File: src/rtl/tsdac_pkg.sv
package tsdac_pkg;
  localparam int BYTE_BITS = 8;
  localparam int PKT_BYTES = 4;
  localparam int WORD_W    = BYTE_BITS * PKT_BYTES;
  localparam int MAG_W     = 13;
  localparam int CHAN_W    = 4;
  localparam int POL_N     = 4;
  localparam int STRB_N    = 3;
  localparam int SLOT_CYC  = 2 * BYTE_BITS;
  localparam int PH_W      = $clog2(SLOT_CYC);

  typedef enum logic [2:0] {
    SLOT_TRAP  = 3'd0,
    SLOT_FETCH = 3'd1,
    SLOT_HI    = 3'd2,
    SLOT_LO    = 3'd3,
    SLOT_PAD0  = 3'd4,
    SLOT_PAD1  = 3'd5
  } slot_t;
endpackage

File: src/rtl/tsdac_fmt.sv
module tsdac_fmt
  import tsdac_pkg::*;
#(
  parameter int SP_W = 16
) (
  input  logic                     trim_i,
  input  logic [CHAN_W-1:0]        chan_i,
  input  logic [SP_W-1:0]          setpt_i,
  output logic [WORD_W-1:0]        word_o,
  output logic                     neg_o
);
  localparam logic [SP_W:0] MAG_MAX = (SP_W+1)'((1 << MAG_W) - 1);

  logic [SP_W:0]      ext;
  logic [SP_W:0]      mag_full;
  logic [MAG_W-1:0]   mag;

  always_comb begin
    ext      = {setpt_i[SP_W-1], setpt_i};
    mag_full = setpt_i[SP_W-1] ? (~ext + 1'b1) : ext;
    mag      = (mag_full > MAG_MAX) ? MAG_MAX[MAG_W-1:0] : mag_full[MAG_W-1:0];
    neg_o    = setpt_i[SP_W-1];
    if (trim_i) begin
      word_o = {4'h0, chan_i, setpt_i[7:0], 8'h00, 8'h00};
    end else begin
      word_o = {chan_i[0], 1'b1, 1'b0, mag[MAG_W-1:8], mag[7:0], 8'h0F, 8'h00};
    end
  end
endmodule

File: src/rtl/tsdac_timer.sv
module tsdac_timer
  import tsdac_pkg::*;
(
  input  logic            clk_i,
  input  logic            rst_ni,
  input  logic            launch_i,
  output logic            active_o,
  output slot_t           slot_o,
  output logic [PH_W-1:0] phase_o,
  output logic            pass_end_o,
  output logic            trap_hit_o
);
  localparam logic [PH_W-1:0] PH_LAST = PH_W'(SLOT_CYC - 1);

  logic            active_q, active_d;
  slot_t           slot_q, slot_d;
  logic [PH_W-1:0] phase_q, phase_d;
  logic            slot_end;

  assign slot_end = active_q && (phase_q == PH_LAST);

  always_comb begin
    active_d = active_q;
    slot_d   = slot_q;
    phase_d  = phase_q;
    if (launch_i && !active_q) begin
      active_d = 1'b1;
      slot_d   = SLOT_FETCH;
      phase_d  = '0;
    end else if (active_q) begin
      if (slot_end) begin
        phase_d = '0;
        case (slot_q)
          SLOT_PAD1: slot_d   = SLOT_TRAP;
          SLOT_TRAP: active_d = 1'b0;
          default:   slot_d   = slot_t'(slot_q + 3'd1);
        endcase
      end else begin
        phase_d = phase_q + 1'b1;
      end
    end
  end

  always_ff @(posedge clk_i or negedge rst_ni) begin
    if (!rst_ni) begin
      active_q <= 1'b0;
      slot_q   <= SLOT_TRAP;
      phase_q  <= '0;
    end else begin
      active_q <= active_d;
      slot_q   <= slot_d;
      phase_q  <= phase_d;
    end
  end

  assign active_o   = active_q;
  assign slot_o     = slot_q;
  assign phase_o    = phase_q;
  assign pass_end_o = slot_end && (slot_q == SLOT_PAD1);
  assign trap_hit_o = slot_end && (slot_q == SLOT_TRAP);
endmodule

File: src/rtl/tsdac_ser.sv
module tsdac_ser
  import tsdac_pkg::*;
(
  input  logic              active_i,
  input  slot_t             slot_i,
  input  logic [PH_W-1:0]   phase_i,
  input  logic [WORD_W-1:0] word_i,
  input  logic              trim_i,
  input  logic              cs_hi_i,
  output logic              sclk_o,
  output logic              sdata_o,
  output logic [STRB_N-1:0] cs_o
);
  logic                 dslot;
  logic [BYTE_BITS-1:0] cur_byte;
  logic [2:0]           bit_idx;
  logic [1:0]           want;

  always_comb begin
    dslot    = 1'b0;
    cur_byte = '0;
    case (slot_i)
      SLOT_HI:   begin dslot = active_i; cur_byte = word_i[WORD_W-1 -: BYTE_BITS];   end
      SLOT_LO:   begin dslot = active_i; cur_byte = word_i[WORD_W-9 -: BYTE_BITS];   end
      SLOT_PAD0: begin dslot = active_i; cur_byte = word_i[WORD_W-17 -: BYTE_BITS];  end
      SLOT_PAD1: begin dslot = active_i; cur_byte = word_i[WORD_W-25 -: BYTE_BITS];  end
      default:   begin dslot = 1'b0;     cur_byte = '0;                              end
    endcase
    bit_idx = 3'd7 - phase_i[PH_W-1:1];
    if ((slot_i == SLOT_HI || slot_i == SLOT_LO) && !trim_i) begin
      want = {1'b0, cs_hi_i};
    end else begin
      want = 2'd2;
    end
  end

  assign sclk_o  = dslot && phase_i[0];
  assign sdata_o = dslot && cur_byte[bit_idx];

  for (genvar g = 0; g < STRB_N; g++) begin : g_strb
    assign cs_o[g] = dslot && (want == 2'(g));
  end
endmodule

File: src/rtl/tsdac_seq.sv
module tsdac_seq
  import tsdac_pkg::*;
#(
  parameter int SP_W = 16
) (
  input  logic              clk_i,
  input  logic              rst_ni,
  input  logic              req_valid_i,
  input  logic              req_trim_i,
  input  logic [CHAN_W-1:0] req_chan_i,
  input  logic [SP_W-1:0]   req_setpt_i,
  output logic              busy_o,
  output logic              done_o,
  output logic [POL_N-1:0]  pol_o,
  output logic              sclk_o,
  output logic              sdata_o,
  output logic [STRB_N-1:0] cs_o,
  output logic [BYTE_BITS-1:0] fb_top_o
);
  // reset: asserted asynchronously, released on the clock
  logic [1:0] rst_sync_q;
  logic       rst_n_s;
  always_ff @(posedge clk_i or negedge rst_ni) begin
    if (!rst_ni) rst_sync_q <= 2'b00;
    else         rst_sync_q <= {rst_sync_q[0], 1'b1};
  end
  assign rst_n_s = rst_sync_q[1];

  // request hold buffer
  logic              pend_v_q, pend_v_d;
  logic              pend_trim_q, pend_trim_d;
  logic [CHAN_W-1:0] pend_chan_q, pend_chan_d;
  logic [SP_W-1:0]   pend_sp_q, pend_sp_d;

  logic              sel_trim;
  logic [CHAN_W-1:0] sel_chan;
  logic [SP_W-1:0]   sel_sp;
  logic [WORD_W-1:0] fmt_word;
  logic              fmt_neg;

  logic              active, pass_end, trap_hit, launch, capture;
  slot_t             slot;
  logic [PH_W-1:0]   phase;

  logic [WORD_W-1:0] word_q, word_d;
  logic              trim_q, trim_d;
  logic              cs_hi_q, cs_hi_d;
  logic [POL_N-1:0]  pol_q, pol_d;
  logic [BYTE_BITS-1:0] fb_q, fb_d;
  logic              done_q, done_d;

  assign sel_trim = pend_v_q ? pend_trim_q : req_trim_i;
  assign sel_chan = pend_v_q ? pend_chan_q : req_chan_i;
  assign sel_sp   = pend_v_q ? pend_sp_q   : req_setpt_i;
  assign launch   = !active && (pend_v_q || req_valid_i);
  assign capture  = active && req_valid_i && !pend_v_q;

  tsdac_fmt #(.SP_W(SP_W)) fmt_i (
    .trim_i  (sel_trim),
    .chan_i  (sel_chan),
    .setpt_i (sel_sp),
    .word_o  (fmt_word),
    .neg_o   (fmt_neg)
  );

  tsdac_timer timer_i (
    .clk_i      (clk_i),
    .rst_ni     (rst_n_s),
    .launch_i   (launch),
    .active_o   (active),
    .slot_o     (slot),
    .phase_o    (phase),
    .pass_end_o (pass_end),
    .trap_hit_o (trap_hit)
  );

  tsdac_ser ser_i (
    .active_i (active),
    .slot_i   (slot),
    .phase_i  (phase),
    .word_i   (word_q),
    .trim_i   (trim_q),
    .cs_hi_i  (cs_hi_q),
    .sclk_o   (sclk_o),
    .sdata_o  (sdata_o),
    .cs_o     (cs_o)
  );

  always_comb begin
    pend_v_d    = pend_v_q;
    pend_trim_d = pend_trim_q;
    pend_chan_d = pend_chan_q;
    pend_sp_d   = pend_sp_q;
    word_d      = word_q;
    trim_d      = trim_q;
    cs_hi_d     = cs_hi_q;
    pol_d       = pol_q;
    fb_d        = fb_q;
    done_d      = trap_hit;
    if (capture) begin
      pend_v_d    = 1'b1;
      pend_trim_d = req_trim_i;
      pend_chan_d = req_chan_i;
      pend_sp_d   = req_setpt_i;
    end
    if (launch) begin
      pend_v_d = 1'b0;
      word_d   = fmt_word;
      trim_d   = sel_trim;
      cs_hi_d  = sel_chan[1];
      if (!sel_trim) pol_d[sel_chan[1:0]] = fmt_neg;
    end
    if (pass_end) fb_d = '0;
    if (trap_hit) fb_d = '1;
  end

  always_ff @(posedge clk_i or negedge rst_n_s) begin
    if (!rst_n_s) begin
      pend_v_q    <= 1'b0;
      pend_trim_q <= 1'b0;
      pend_chan_q <= '0;
      pend_sp_q   <= '0;
      word_q      <= '0;
      trim_q      <= 1'b0;
      cs_hi_q     <= 1'b0;
      pol_q       <= '0;
      fb_q        <= '1;
      done_q      <= 1'b0;
    end else begin
      pend_v_q    <= pend_v_d;
      pend_trim_q <= pend_trim_d;
      pend_chan_q <= pend_chan_d;
      pend_sp_q   <= pend_sp_d;
      word_q      <= word_d;
      trim_q      <= trim_d;
      cs_hi_q     <= cs_hi_d;
      pol_q       <= pol_d;
      fb_q        <= fb_d;
      done_q      <= done_d;
    end
  end

  assign busy_o   = active || pend_v_q;
  assign done_o   = done_q;
  assign pol_o    = pol_q;
  assign fb_top_o = fb_q;
endmodule

File: config.mk
export PLATFORM = sky130hd
export DESIGN_NAME = tsdac_seq
export DESIGN_NICKNAME = d
export VERILOG_FILES = /design/src/rtl/tsdac_pkg.sv /design/src/rtl/tsdac_fmt.sv /design/src/rtl/tsdac_timer.sv /design/src/rtl/tsdac_ser.sv /design/src/rtl/tsdac_seq.sv
export SDC_FILE = /design/constraint.sdc
export NUM_CORES = 1
export LEC_CHECK = 0
export ABC_AREA = 0
export BUFFER_PORTS_ARGS = -buffer_cell sky130_fd_sc_hd__buf_4
export CAP_MARGIN = 20
export CORE_UTILIZATION = 62
export CTS_CLUSTER_SIZE = 12
export DETAILED_ROUTE_END_ITERATION = 12
export GPL_TIMING_DRIVEN = 1
export PLACE_DENSITY = 0.88
export SYNTH_ARGS = -nofsm -noshare
export SYNTH_HDL_FRONTEND = slang
export SYNTH_SLANG_ARGS = --single-unit
export TNS_END_PERCENT = 10
File: constraint.sdc
create_clock -name clk_i -period 7.1 [get_ports clk_i]
set_input_delay 1.42 -clock clk_i [delete_from_list [all_inputs] [get_ports clk_i]]
set_output_delay 1.42 -clock clk_i [all_outputs]
set_load 0.1 [all_outputs]
[After elaboration in Yosys (flattened, before gate mapping)]
Index checks and enable logic that the tools add are counted.
Cells by class
  mux-type cells: 29
  magnitude comparators: 4
  add/subtract/negate cells: 4
  eq/ne operators: 8
  div/mod/pow operators: 0
  reductions and logical operators: 29
  $mul: 0
  bitwise operators: 2
  shifts and indexed selects: 0
Operator list (count)
  32-bit two-way mux: 1
  8-bit one-hot mux with 4 select lines: 1
  17-bit by 1-bit adder with 17-bit output, second input constant: 1
  17-bit by 13-bit > comparator with 1-bit output, second input constant: 1
  17-bit two-way mux: 1
  17-bit NOT: 1
  16-bit two-way mux: 1
  4-bit two-way mux: 4
  8-bit two-way mux: 2
  1-bit logical AND: 14
  13-bit two-way mux: 1
  1-bit two-way mux: 10
  3-bit two-way mux: 3
  2-bit nonzero test: 4
  3-bit by 2-bit == test with 1-bit output, second input constant: 2
  3-bit == test, second input constant: 2
  3-bit one-hot mux with 2 select lines: 1
  4-bit by 1-bit adder with 4-bit output, second input constant: 1
  4-bit bitwise mux: 1
  4-bit == test, second input constant: 1
  3-bit by 4-bit < comparator with 1-bit output, second input constant: 1
  4-bit OR reduction: 1
  3-bit by 1-bit adder with 3-bit output, second input constant: 1
  1-bit binary-select mux with 3-bit select: 1
  other kinds (15): 19
Storage, ports and cells
  output and inout bits: 19
  memories kept: 0
  register bits: 79
  input port bits: 24
  logic and storage cells: 90
  bits in latches: 0
  bits in writable memories: 0
  ROM bits: 0

[Logic depth before layout (Yosys ltp)]
  depth in word-level cells: 7
  depth in mapped cells: 11
  depth with buffers taken out: 7

[By module]
A second synthesis with hierarchy kept.
Second synthesis, totals
  cells, all modules: 428
  area, all modules: 4176.5 um^2
By module, submodules not included
  tsdac_seq: instances 1, area an instance 2718.9 um^2, cells each 247
  tsdac_fmt: instances 1, area an instance 616.8 um^2, cells each 89
  tsdac_ser: instances 1, area an instance 422.9 um^2, cells each 52
  tsdac_timer: instances 1, area an instance 417.9 um^2, cells each 40

[Least setup slack after synthesis]
No wires, ideal clock.
  path kind: register to output
  from: register timer_i.slot_q[0], in the netlist timer_i.slot_o[0]
  to: output sdata_o
  stages on the path, launching flop included: 10
  path slack: 1.752 ns
  buffers on the path: 2
  arrival time: 3.928 ns
  path through: dfrtp_1 -> clkbuf_1 -> and2_1 -> ha_1 -> clkbuf_1 -> nand2_1 -> a31oi_1 -> nor2_1 -> o41a_1 -> nor3_1
Between the ends
  cells in the longest elaborated chain, start to end: 5
  elaborated cells between the ends (all ways): 10
  classes of those cells: eq/ne: 4; mux: 4; reduce/logical: 2
Ends and longest elaborated chain
  start, declared: line tsdac_timer.sv:16  | slot_t slot_q, slot_d;
  start signal, assigned: line tsdac_timer.sv:51  | slot_q <= slot_d;
  3-bit == test or 3-bit by 2-bit == test with 1-bit output (tied branches): line tsdac_ser.sv:22  | case (slot_i)
  8-bit one-hot mux with 4 select lines: line tsdac_ser.sv:22
  1-bit binary-select mux with 3-bit select: line tsdac_ser.sv:38  | assign sdata_o = dslot && cur_byte[bit_idx];
  1-bit two-way mux (not written as such): line tsdac_ser.sv:38
  1-bit logical AND (*): line tsdac_ser.sv:38
  end, declared: line tsdac_seq.sv:16  | output logic sdata_o,
Mark *: on every way between the ends. The rest lies on a longest branch, timed or not. The select of a mux whose other input is x is not followed.

[Worst setup path after layout]
  from: register timer_i.slot_q[1], in the netlist timer_i.slot_o[1]
  to: output sdata_o
The elaborated chain is that of the path after synthesis.

==> impl_summary.txt <==
----------------------------------------------------
[Finish]
  Count of filler cells inserted in the layout ... 373
  Filler-free cell count of the finished design ... 422
  Proportion of layout cells with a drive suffix above 1 ... 0.282
  NumNets Final ... 381
  # diodes ... 0
  Growth of design area from synthesis to finish ... 12.4%

[Worst setup path]
  Startpoint Class ... register
  Start-to-end type of the worst setup path ... reg2out
  Arrival time of the worst setup path ... 2.79 ns
  Origin of the worst setup path ... timer_i.slot_o[1]
  CP Capture Type ... output port
  Required time at the endpoint of the critical path ... 5.68 ns
  Launching point of the worst reg2reg path ... pend_v_q
  Worst-path maximum fanout ... 10

[CTS]
  Clock edge transition at the registers on the reported setup and hold paths ... 0.10 ns
  Clk Latency, worst-skew pair ... 0.32 ns
  Post-CTS setup-driven buffer insertion count ... 0
  TritonCTS clock tree ... done
  Number of buffers created by CTS ... 5
  Sinks on Clock Net ... 55
  CTS max path bufs ... 2
  Gates resized, CTS repair ... 0
  Number of H-tree branching levels ... 2
  Cell at the root of the clock tree ... clkbuf_8
  CTS Hold Bufs ... 0

[Die]
  Initial core utilization ... 0.666
  DIE WIDTH ... 74.4 um
  I/O pin total ... 43
  Die Outline Area ... 5540 um2
  Die boundary height ... 74.4 um
  Core Footprint ... 4880 um2
  Placement Rows ... 25

[Yosys]
  Largest area contributor in the netlist ... dfrtp_1
  Leading post-synthesis cells by cell area ... dfrtp_1 42%, mux2_2 10%, mux2i_1 4.9%
  Post-synthesis sequential area ratio ... 0.424
  Net count of the mapped netlist ... 353
  Mean Syn Cell Area ... 9.97 um2
  Post-synthesis instance total ... 326
  Yosys warnings ... 0
  Post-synthesis sequential element count ... 55
  Yosys top cell area share ... 0.416
  Total standard cell area after synthesis ... 3250 um2
  Leading cell type by number of instances after synthesis ... dfrtp_1
  Netlist cell types ... 66
  Flip-flop cell with the highest count after synthesis ... dfrtp_1
  Proportion of register bits with asynchronous set or reset after synthesis ... 1.00
  EDFF count, synth ... 0
  Most instantiated cells after synthesis ... 54 x dfrtp_1, 30 x nor2_1, 29 x mux2_2

[Routing]
  First-pass DRT Iterations ... 4
  Drt drc ... 0
  Total via count in the routed design ... 2676
  Post-detailed-route count of antenna-violating nets ... 0
  Average wire length per cell after detail routing ... 16.6 um
  Initial DRC Count ... 217
  Overall routed net length ... 7000 um
  Vias per cell ... 6.34

[Timing]
  Number of pins with negative max-slew slack in the final report ... 0
  Final number of setup-violating endpoints ... 0
  Final Skew ... 0.00520 ns
  Actual transition at the worst max-transition pin ... 0.855 ns
  RSZ-0062 raised after global routing ... false
  Shortest period the worst path allows ... 4.21 ns
  Worst hold margin ... 0.358 ns
  Max Clk Rate ... 0.237 GHz
  Post-route fraction of the period consumed by the critical path ... 0.593
  Total Negative Setup Slacks ... 0 ns
  Relative max-transition margin ... 0.429
  Final hold viol count ... 0

[GRT]
  Pin count of the biggest net entering global routing ... 54
  Busiest layer in global routing ... met2
  Number of antenna violations at the first check in global routing ... 0
  Met3 global-route usage ... 0.0474
  Number of global-route vias before repair ... 2523
  Met1 global-route usage ... 0.376
  Met2 usage ... 0.452
  First-pass GRT wire length ... 11700 um
  Overall track demand over capacity in global routing ... 0.280
  Residual overflow from global routing ... 0

[Worst hold path]
  Worst min path class ... reg2reg
  Start point of the worst min-delay path ... rst_sync_q[0]

[Pwr]
  Power density of the placed cells ... 443 nW/um2
  Maximum ir drop on the vdd rail ... 252 uV
  Total leakage power ... 1.69 nW

[Placed design]
  GP Congestion ... 0.896
  Port Buf Inserts ... 42
  Half-perimeter wire length after placement ... 4960 um
  DP Cell Count ... 413

[Job]
  Count of max-cap constraint violations ... 0

[Run status]
  Outcome ... finished, final reports clean

----------------------------------------------------
==> cell type report <==
type	instances	area [um2]	area share
Multi-Input combinational cell	241	1730	0.473
Sequential cell	55	1380	0.378
Timing Repair Buffer	46	349	0.0955
Clock buffer	7	86.3	0.0236
Tap cell	67	83.8	0.0229
Inverter	5	18.8	0.00514
Clock inverter	1	8.76	0.00240
==> kinds of logic after synthesis <==
| kind of cell | share of synthesized area |
|---|---|
| AND/OR/NAND/NOR | 0.158 |
| multiplexers | 0.150 |
| adder cells (fa/ha/maj) | 0.0115 |
| XOR/XNOR | 0.0323 |
| other | 0.00115 |
| buffers and inverters | 0.0446 |
| AO/OA/AOI/OAI | 0.179 |
| flip-flops | 0.424 |
==> through the flow <==
stage          setup slack, ns  utilization  power, mW  instance area, um2
2_1_floorplan             1.75            -       1.24                3250
3_3_place_gp              3.34        0.727       1.39                3550
3_5_place_dp              3.29        0.727       1.43                3550
4_1_cts                   2.92        0.747       1.61                3640
5_1_grt                   2.73        0.749       1.73                3650
6_report                  2.89        0.749       1.62                3650
==> power by group <==
group / internal, mW / switching (mW)
Combinational: 0.339 / 0.517
Sequential: 0.448 / 0.131
Clock: 0.0802 / 0.104
Total: 0.868 / 0.752
==> state kept, by name (all words and copies together) (netlist names) <==
signal	flops
pend_sp_q	16
word_q	15
pend_chan_q	4
pol_o	4
timer_i.phase_o	4
timer_i.slot_o	3
rst_sync_q	2
cs_hi_q	1
done_o	1
fb_top_o	1
pend_trim_q	1
pend_v_q	1
timer_i.active_o	1
trim_q	1
==> per-layer routing <==
metal | share of wire | routed length, um | up-vias
met5 | 0 | 0 | -
met4 | 0.022 | 152 | 0
met3 | 0.052 | 364 | 18
met2 | 0.50 | 3490 | 93
met1 | 0.43 | 2990 | 1310
li1 | - | - | 1255
==> final timing paths <==
path | to | slack [ns] | cells after the start
max | sdata_o | 2.89 | 6
min | rst_sync_q[1] | 0.36 | 0
max reg2reg | word_q[18] | 3.97 | 6
min reg2reg | rst_sync_q[1] | 0.36 | 0
max in group asynchronous | rst_sync_q[1] | 6.14 | 1
min in group asynchronous | timer_i.slot_o[2] | 0.38 | 1
==> critical path: stages, from the launching register on <==
cell and delay [ns]:
dfrtp_1 0.50, nor3b_1 0.74, a22o_1 0.24, a21oi_1 0.06, o41a_1 0.43, nor3_1 0.18, buf_4 0.32
==> cells in the final DEF, fill, tap and decap left out, types with 3 or more instances in the layout <==
| cell type | netlist | final |
|---|---|---|
| a21oi_1 | 13 | 13 |
| a22o_1 | 5 | 5 |
| a31oi_1 | 3 | 3 |
| buf_4 | 8 | 45 |
| clkbuf_8 | 0 | 6 |
| dfrtp_1 | 54 | 52 |
| ha_1 | 3 | 3 |
| inv_1 | 5 | 5 |
| mux2_2 | 29 | 29 |
| mux2i_1 | 16 | 16 |
| nand2_1 | 26 | 26 |
| nand3_1 | 7 | 7 |
| nor2_1 | 30 | 30 |
| nor2b_1 | 3 | 3 |
| nor3_1 | 8 | 8 |
| nor3b_1 | 3 | 3 |
| o21ai_0 | 14 | 14 |
| o221ai_1 | 7 | 7 |
| o22ai_1 | 4 | 4 |
| o31ai_1 | 6 | 6 |
| xnor2_1 | 6 | 6 |
| xor2_1 | 6 | 6 |
No activity file was read; power rests on OpenSTA's default activity.
